**src/rtl/agu_pkg.sv**
```systemverilog
package agu_pkg;
  typedef enum logic [1:0] {
    OP_IDLE  = 2'd0,
    OP_PRE   = 2'd1,
    OP_POST  = 2'd2,
    OP_STORE = 2'd3
  } agu_op_e;

  typedef enum logic [1:0] {
    ST_INC = 2'd0,
    ST_DEC = 2'd1,
    ST_ADD = 2'd2,
    ST_SUB = 2'd3
  } agu_step_e;
endpackage

```
**src/rtl/agu_regfile.sv**
```systemverilog
module agu_regfile #(
  parameter int AW   = 12,
  parameter int NREG = 4,
  localparam int SELW = $clog2(NREG)
) (
  input  logic            clk,
  input  logic            rst,
  input  logic            we,
  input  logic [SELW-1:0] wsel,
  input  logic [AW-1:0]   wdata,
  input  logic [SELW-1:0] rsel,
  output logic [AW-1:0]   rdata
);
  logic [AW-1:0] regs [NREG];

  for (genvar g = 0; g < NREG; g++) begin : g_reg
    always_ff @(posedge clk) begin
      if (rst) begin
        regs[g] <= '0;
      end else if (we && wsel == SELW'(g)) begin
        regs[g] <= wdata;
      end
    end
  end

  assign rdata = regs[rsel];
endmodule

```
**src/rtl/agu_step.sv**
```systemverilog
module agu_step #(
  parameter int AW          = 12,
  parameter bit CIRC_SUPPORT = 1'b1,
  localparam int KW = $clog2(AW + 1)
) (
  input  logic [AW-1:0] old_val,
  input  logic [1:0]    step,
  input  logic [AW-1:0] offset,
  input  logic          circ_en,
  input  logic [KW-1:0] size_log2,
  output logic [AW-1:0] new_val
);
  import agu_pkg::*;

  logic [AW-1:0] delta;
  logic [AW-1:0] sum;

  always_comb begin
    unique case (agu_step_e'(step))
      ST_INC:  delta = {{(AW-1){1'b0}}, 1'b1};
      ST_DEC:  delta = '1;
      ST_ADD:  delta = offset;
      default: delta = {AW{1'b0}} - offset;
    endcase
  end

  assign sum = old_val + delta;

  if (CIRC_SUPPORT) begin : g_circ
    logic [AW:0]   one_sh;
    logic [AW-1:0] mask;
    assign one_sh = {{AW{1'b0}}, 1'b1} << size_log2;
    always_comb begin
      if (size_log2 >= KW'(AW)) mask = '1;
      else                      mask = one_sh[AW-1:0] - {{(AW-1){1'b0}}, 1'b1};
    end
    assign new_val = circ_en ? ((old_val & ~mask) | (sum & mask)) : sum;
  end else begin : g_lin
    assign new_val = sum;
  end
endmodule

```
**src/rtl/agu_outreg.sv**
```systemverilog
module agu_outreg #(
  parameter int AW = 12
) (
  input  logic          clk,
  input  logic          rst,
  input  logic          addr_vld_d,
  input  logic [AW-1:0] addr_d,
  input  logic          data_vld_d,
  input  logic [AW-1:0] data_d,
  output logic          addr_vld,
  output logic [AW-1:0] addr_out,
  output logic          data_vld,
  output logic [AW-1:0] data_out
);
  always_ff @(posedge clk) begin
    if (rst) begin
      addr_vld <= 1'b0;
      data_vld <= 1'b0;
      addr_out <= '0;
      data_out <= '0;
    end else begin
      addr_vld <= addr_vld_d;
      data_vld <= data_vld_d;
      if (addr_vld_d) addr_out <= addr_d;
      if (data_vld_d) data_out <= data_d;
    end
  end
endmodule

```
**src/rtl/circ_agu.sv**
```systemverilog
module circ_agu #(
  parameter int AW           = 12,
  parameter int NREG         = 4,
  parameter bit CIRC_SUPPORT = 1'b1,
  localparam int SELW = $clog2(NREG),
  localparam int KW   = $clog2(AW + 1)
) (
  input  logic            clk,
  input  logic            rst,
  input  logic            ld_en,
  input  logic [SELW-1:0] ld_sel,
  input  logic [AW-1:0]   ld_imm,
  input  logic [1:0]      op,
  input  logic [SELW-1:0] sel,
  input  logic [1:0]      step,
  input  logic [AW-1:0]   offset,
  input  logic            circ_en,
  input  logic [KW-1:0]   size_log2,
  output logic [AW-1:0]   addr_out,
  output logic            addr_vld,
  output logic [AW-1:0]   data_out,
  output logic            data_vld
);
  import agu_pkg::*;

  agu_op_e       op_e;
  logic          is_mod;
  logic [AW-1:0] rd_val;
  logic [AW-1:0] new_val;
  logic          wr_en;
  logic [SELW-1:0] wr_sel;
  logic [AW-1:0] wr_data;
  logic [AW-1:0] addr_d;

  assign op_e   = agu_op_e'(op);
  assign is_mod = (op_e == OP_PRE) || (op_e == OP_POST);

  // the load port wins; a modify write-back is dropped in that cycle
  assign wr_en   = ld_en | is_mod;
  assign wr_sel  = ld_en ? ld_sel : sel;
  assign wr_data = ld_en ? ld_imm : new_val;
  assign addr_d  = (op_e == OP_PRE) ? new_val : rd_val;

  agu_regfile #(.AW(AW), .NREG(NREG)) u_rf (
    .clk   (clk),
    .rst   (rst),
    .we    (wr_en),
    .wsel  (wr_sel),
    .wdata (wr_data),
    .rsel  (sel),
    .rdata (rd_val)
  );

  agu_step #(.AW(AW), .CIRC_SUPPORT(CIRC_SUPPORT)) u_step (
    .old_val   (rd_val),
    .step      (step),
    .offset    (offset),
    .circ_en   (circ_en),
    .size_log2 (size_log2),
    .new_val   (new_val)
  );

  agu_outreg #(.AW(AW)) u_out (
    .clk        (clk),
    .rst        (rst),
    .addr_vld_d (is_mod),
    .addr_d     (addr_d),
    .data_vld_d (op_e == OP_STORE),
    .data_d     (rd_val),
    .addr_vld   (addr_vld),
    .addr_out   (addr_out),
    .data_vld   (data_vld),
    .data_out   (data_out)
  );
endmodule

```
**config.mk**
```make
export PLATFORM = sky130hd
export DESIGN_NAME = circ_agu
export DESIGN_NICKNAME = d
export VERILOG_FILES = /design/src/rtl/agu_pkg.sv /design/src/rtl/agu_regfile.sv /design/src/rtl/agu_step.sv /design/src/rtl/agu_outreg.sv /design/src/rtl/circ_agu.sv
export SDC_FILE = /design/constraint.sdc
export NUM_CORES = 1
export LEC_CHECK = 0
export BUFFER_PORTS_ARGS = -buffer_cell sky130_fd_sc_hd__buf_4
export CAP_MARGIN = 20
export CORE_UTILIZATION = 58
export CTS_CLUSTER_DIAMETER = 150
export CTS_CLUSTER_SIZE = 40
export DETAILED_ROUTE_END_ITERATION = 7
export GPL_TIMING_DRIVEN = 1
export PLACE_DENSITY_LB_ADDON = 0.1
export SYNTH_ARGS = -nofsm -noshare
export SYNTH_HDL_FRONTEND = slang
export SYNTH_SLANG_ARGS = --single-unit
export TNS_END_PERCENT = 5
```
**constraint.sdc**
```tcl
create_clock -name clk -period 4.75 [get_ports clk]
set_input_delay 0.95 -clock clk [delete_from_list [all_inputs] [get_ports clk]]
set_output_delay 0.95 -clock clk [all_outputs]
set_load 0.02 [all_outputs]
```
# [After elaboration in Yosys (flattened, before gate mapping)]
# Memory sizes are Yosys's and may differ from the RTL's.
# Cells that the tools add are included.
# Widths: inputs -> output; s select.
[op_classes] add_sub_neg=3 div_mod_pow=0 bitwise=9 shift=1 eq_ne=8 n_reduce_logical=7 n_lt_le_gt_ge=1 n_mux=24 mul=0
[op_table] op="$mux 12" count=8
[op_table] op="$pmux 12 s3" count=1
[op_table] op="$and 12x12->12" count=2
[op_table] op="$mux 1" count=14
[op_table] op="$add 12x12->12" count=1
[op_table] op="$not 12->12" count=1
[op_table] op="$or 12x12->12" count=1
[op_table] op="$shl 1x4->12 const A" count=1
[op_table] op="$sub 1x12->12 const A" count=1
[op_table] op="$sub 12x1->12 const B" count=1
[op_table] op="$eq 2x2->1 const B" count=5
[op_table] op="$eq 2x1->1 const B" count=3
[op_table] op="$or 1x1->1" count=5
[op_table] op="$ge 4x4->1 const B" count=1
[op_table] op="$logic_and 1x1->1" count=4
[op_table] op="$logic_not 2->1" count=2
[op_table] op="$mux 2" count=1
[op_table] op="$logic_or 1x1->1" count=1
[word_totals] ramBits=48 rom_bits=0 wordCells=58 output_inout_bits=26 mem_count=1 register_bits=26 latchBits=0
[memory_table] name="u_rf.regs" depth=4 word_bits=12 read_ports=1 rd_ports_with_merged_regs=0 write_ports=4 line="agu_regfile.sv:14" source="logic [AW-1:0] regs [NREG];"

# [Depth between registers and ports, before layout]
[depth] ltp_word=9 mapped_depth=14 mapped_depth_nobuf=12

# [Hierarchy]
# Synthesis repeated with hierarchy kept, for this count alone.
[unflattened] cells_unflattened=421 area_unflattened_um2=4571.9
[modules_own_cells] module="agu_regfile" instances=1 area_each_um2=2089.5 seq_area_each_um2=1441.4 cells_each=137
[modules_own_cells] module="agu_step" instances=1 area_each_um2=1137.3 seq_area_each_um2=0.0 cells_each=167
[modules_own_cells] module="agu_outreg" instances=1 area_each_um2=940.9 seq_area_each_um2=520.5 cells_each=83
[modules_own_cells] module="circ_agu" instances=1 area_each_um2=404.1 seq_area_each_um2=0.0 cells_each=34

# [Worst setup path after synthesis]
# No wires, ideal clock.
[synth_path] kind="input -> register" from="input sel[0]" to="memory u_rf.regs[0][6], data pin" setup_ns=0.255 cell_stages=11 path_slack_ns=0.726 arrival_time_ns=3.769 cell_sequence="buf_2 -> buf_2 -> mux4_2 -> ha_1 -> fa_1 -> a21o_1 -> a21o_1 -> and4_1 -> a311oi_1 -> o311ai_1 -> and3_1"
[synth_rtl] element="start, declared" line="circ_agu.sv:14" source="input logic [SELW-1:0] sel,"
[synth_rtl] element="end, declared" line="agu_regfile.sv:14"

==> impl_metrics.prom <==
# TYPE chip_impl_metric gauge
chip_impl_info{name="ys_dominant_reg_cell",value="edfxtp_1"} 1
chip_impl_info{name="terminus_of_the_critical_flop_to_flop_path",value="u_rf.regs[2][6]$_SDFFCE_PN0P_"} 1
chip_impl_metric{name="placement.io_buffers",unit=""} 65
chip_impl_metric{name="post_synth_xor_area_fraction",unit="%"} 2.561
chip_impl_metric{name="report.final.hold_viol_count",unit=""} 0
chip_impl_metric{name="setup_tns",unit="ns"} 0
chip_impl_metric{name="global_route_wire_length_before_repair",unit="mm"} 18.80
chip_impl_metric{name="clock_path_buffers",unit=""} 2
chip_impl_metric{name="cellLeakagePower",unit="nW"} 2.215
chip_impl_metric{name="fin_crit_sh",unit="%"} 86.23
chip_impl_info{name="critical_path.reg2reg.startpoint",value="u_rf.regs[0][0]$_SDFFCE_PN0P_"} 1
chip_impl_metric{name="post_synth_mux_area_share",unit="%"} 11.75
chip_impl_metric{name="syn_nets",unit=""} 533
chip_impl_info{name="hp-start",value="u_out.addr_out[7]$_SDFFE_PP0P_"} 1
chip_impl_metric{name="grt_pass1_vias",unit=""} 3519
chip_impl_metric{name="ff2ff_path_depth",unit=""} 9
chip_impl_metric{name="place.gp.congestion",unit=""} 0.8863
chip_impl_metric{name="die_height",unit="um"} 91.46
chip_impl_metric{name="boundaryPins",unit=""} 66
chip_impl_metric{name="post_synth_instance_area",unit="um2"} 4642
chip_impl_metric{name="ys_ff_latch",unit=""} 74
chip_impl_metric{name="cts_resized",unit=""} 0
chip_impl_metric{name="cts_setup_buffers",unit=""} 0
chip_impl_metric{name="total_global_routing_overflow",unit=""} 0
chip_impl_metric{name="timing.fmax",unit="MHz"} 244.1
chip_impl_info{name="largest_family_of_logic_cells_by_synthesized_area",value="simple AND/OR/NAND/NOR gates"} 1
chip_impl_metric{name="grt_usage",unit="%"} 30.06
chip_impl_metric{name="number_of_buffers_created_by_cts",unit=""} 9
chip_impl_metric{name="remaining_drc_errors",unit=""} 0
chip_impl_metric{name="cts-hold-fix-buffers",unit=""} 0
chip_impl_metric{name="finalSetupViolations",unit=""} 0
chip_impl_info{name="grt_setup_unrepaired",value="false"} 1
chip_impl_metric{name="synth_adder_area_share",unit="%"} 5.013
chip_impl_metric{name="buffers_and_inverters_on_the_worst_path",unit=""} 1
chip_impl_metric{name="first_pass_iters",unit=""} 5
chip_impl_metric{name="drv.max_cap_violation_count",unit=""} 0
chip_impl_metric{name="floorplan.core_area",unit="um2"} 7727
chip_impl_metric{name="syn-instance-count",unit=""} 475
chip_impl_metric{name="route.detailed.vias_per_inst",unit=""} 6.183
chip_impl_metric{name="drv_slew",unit=""} 0
chip_impl_metric{name="synth.yosys.warnings",unit=""} 0
chip_impl_metric{name="floorplan.initialDensity",unit="%"} 60.07
chip_impl_info{name="category_of_the_most_critical_setup_path",value="input port to register"} 1
chip_impl_metric{name="rows",unit=""} 32
chip_impl_info{name="crit_path_start",value="offset[4]"} 1
chip_impl_metric{name="whs",unit="ns"} 0.4821
chip_impl_metric{name="dp.final_hpwl",unit="mm"} 8.694
chip_impl_info{name="yosys-top-cells-area",value="edfxtp_1 (31%), dfxtp_1 (11%), nor2_1 (6.1%)"} 1
chip_impl_metric{name="design_power_total",unit="mW"} 1.832
chip_impl_metric{name="post_dp_cell_area",unit="um2"} 5135
chip_impl_metric{name="synthDominantCellAreaShare",unit="%"} 31.05
chip_impl_metric{name="synth_simple_gate_area_share",unit="%"} 17.47
chip_impl_metric{name="tritoncts_num_sinks",unit=""} 74
chip_impl_metric{name="totalWireLength",unit="mm"} 11.93
chip_impl_metric{name="antenna_left",unit=""} 0
chip_impl_metric{name="timing.hold.worst_path_depth",unit=""} 2
chip_impl_metric{name="clock_latency",unit="ns"} 0.34
chip_impl_metric{name="r2r_setup_slack",unit="ns"} 1.44
chip_impl_metric{name="worst_slew_margin_rel",unit="%"} 52.08
chip_impl_info{name="startpoint_kind_of_the_worst_setup_timing_path",value="input port"} 1
chip_impl_metric{name="cp_data_required_time",unit="ns"} 4.94
chip_impl_metric{name="vdd.ir_drop.worst",unit="uV"} 233.6
chip_impl_metric{name="die_area",unit="um2"} 8365
chip_impl_metric{name="cts_max_level",unit=""} 3
chip_impl_info{name="tritoncts",value="done"} 1
chip_impl_info{name="worst_path_max_delay_cell",value="a2111oi_0"} 1
chip_impl_metric{name="final_core_utilization",unit="%"} 69.24
chip_impl_info{name="synthMostInstantiatedCell",value="nor2_1"} 1
chip_impl_metric{name="power-per-cell-area",unit="nW/um2"} 342.5
chip_impl_metric{name="cp.arrival",unit="ns"} 4.28
chip_impl_metric{name="route.detailed.wl_per_inst",unit="um"} 19.00
chip_impl_metric{name="postSynth.asyncResetShare",unit="%"} 0
chip_impl_metric{name="synth_seq_area_share",unit="%"} 42.26
chip_impl_metric{name="grt_antenna_before_repair",unit=""} 0
chip_impl_info{name="post-synth-top-area-cell",value="edfxtp_1"} 1
chip_impl_metric{name="syn_area_per_cell",unit="um2"} 9.773
chip_impl_info{name="hold_path_class",value="register to register"} 1
chip_impl_metric{name="timing.clock.skew",unit="ns"} 0.009036
chip_impl_metric{name="tightestPinTransition",unit="ns"} 0.7188
chip_impl_info{name="path_delay_family",value="compound AO/OA/AOI/OAI gates"} 1
chip_impl_info{name="top_cell_types_by_occurrence_after_synthesis",value="nor2_1 (76), edfxtp_1 (48), nand2_1 (42)"} 1
chip_impl_metric{name="post_route_cells_drive_above_1_share",unit="%"} 20.34
chip_impl_metric{name="fin_nets",unit=""} 579
chip_impl_metric{name="final_cell_area",unit="um2"} 5350
chip_impl_metric{name="synth-edff-count",unit=""} 48
chip_impl_info{name="cts_root_buffer",value="clkbuf_8"} 1
chip_impl_info{name="end_kind",value="register"} 1
chip_impl_metric{name="antenna_cells_inserted",unit=""} 0
chip_impl_metric{name="finalCriticalPeriod",unit="ns"} 4.096
chip_impl_metric{name="area_delta_synth_final",unit="%"} 15.26
chip_impl_metric{name="critical_path.max_fanout",unit=""} 11
chip_impl_metric{name="clk_pin_slew",unit="ns"} 0.08
chip_impl_info{name="cp_cell_sequence",value="buf_4 > or4_4 > nor3_4 > nand2_1 > a311oi_1 > ha_1 > a21oi_1 > o21ai_1 > and2_1 > a2111oi_0 > a222oi_1 > nor2_1"} 1
chip_impl_metric{name="netlist-cell-type-count",unit=""} 65
chip_impl_info{name="min_to",value="u_out.addr_out[7]$_SDFFE_PP0P_"} 1
chip_impl_metric{name="max_stage_delay",unit="ns"} 0.58
chip_impl_metric{name="floorplan.die.width",unit="um"} 91.46
chip_impl_metric{name="drtIter0Drc",unit=""} 296
chip_impl_info{name="outcome",value="completed"} 1
chip_impl_metric{name="synth_compound_area_share",unit="%"} 17.25
chip_impl_metric{name="pin_count_of_the_biggest_net_entering_global_routing",unit=""} 32
chip_impl_metric{name="num_vias",unit=""} 3883
## worst min-delay path, cell delays in order, from the launching register on
cell      delay (ns)
dfxtp_1         0.32
nor2_1          0.08
a311oi_1        0.04
## kinds of logic after synthesis
kind of cell / count (synthesis)
xor gates and xnor gates: 11
adders and majority gates: 18
muxes: 39
AOI/OAI and AO/OA: 117
and+or+nand+nor: 173
DFF: 74
buffers and inverters: 43
## power by group
group | switching [mW] | internal (mW)
combinational | 0.332 | 0.214
clock | 0.237 | 0.289
sequential | 0.0189 | 0.742
total | 0.587 | 1.25
## layer usage
metal / up-vias / global-route usage, % / routed length, um
met5: - / 0 / 0
met1: 1825 / 40.39 / 4973
met3: 21 / 5.360 / 840
met2: 183 / 49.75 / 5917
li1: 1854 / - / -
met4: 0 / 8.730 / 198
## cells in the final DEF (no fill, tap or decap), drive strengths merged, types with 12 or more instances in the layout
master / synthesis / final
inv: 13 / 13
a21oi: 33 / 33
mux2i: 23 / 23
nor2: 76 / 76
ha: 17 / 17
edfxtp: 48 / 48
buf: 6 / 65
nand2: 42 / 42
clkbuf: 24 / 12
dfxtp: 26 / 26
o21ai: 18 / 18
mux4: 12 / 12
## layout make-up
type | instances | area, um2
multi-input cells | 358 | 2509
fillers | 592 | 2377
flip-flops and latches | 74 | 1962
repair buffers | 65 | 488.0
clock buffers | 12 | 166.4
well taps | 102 | 127.6
clock inverters | 4 | 48.80
inverters | 13 | 48.80
## registers in the layout, indices dropped and copies added, names as in the netlist
name	flops
u_rf.regs	48
u_out.addr_out	12
u_out.data_out	12
u_out.addr_vld	1
u_out.data_vld	1
## stage by stage
stage | setup WS [ns] | cells
finish | 0.6539 | 628
global route | 0.3585 | 628
floorplan | 0.7262 | 475
detailed placement | 0.4020 | 612
CTS | 0.7151 | 628
global placement | 0.5377 | 612
## worst max-delay path by stage
stage	slack, ns	depth (start not counted)	to
5_1_grt	0.36	12	u_rf.regs[3][9]$_SDFFCE_PN0P_
2_1_floorplan	0.73	11	u_rf.regs[0][6]$_SDFFCE_PN0P_
4_1_cts	0.72	12	u_rf.regs[1][9]$_SDFFCE_PN0P_
3_5_place_dp	0.40	12	u_rf.regs[1][9]$_SDFFCE_PN0P_
6_report	0.65	12	u_rf.regs[1][9]$_SDFFCE_PN0P_
3_3_place_gp	0.54	12	u_rf.regs[1][9]$_SDFFCE_PN0P_
(Power assumes the default switching activity.)
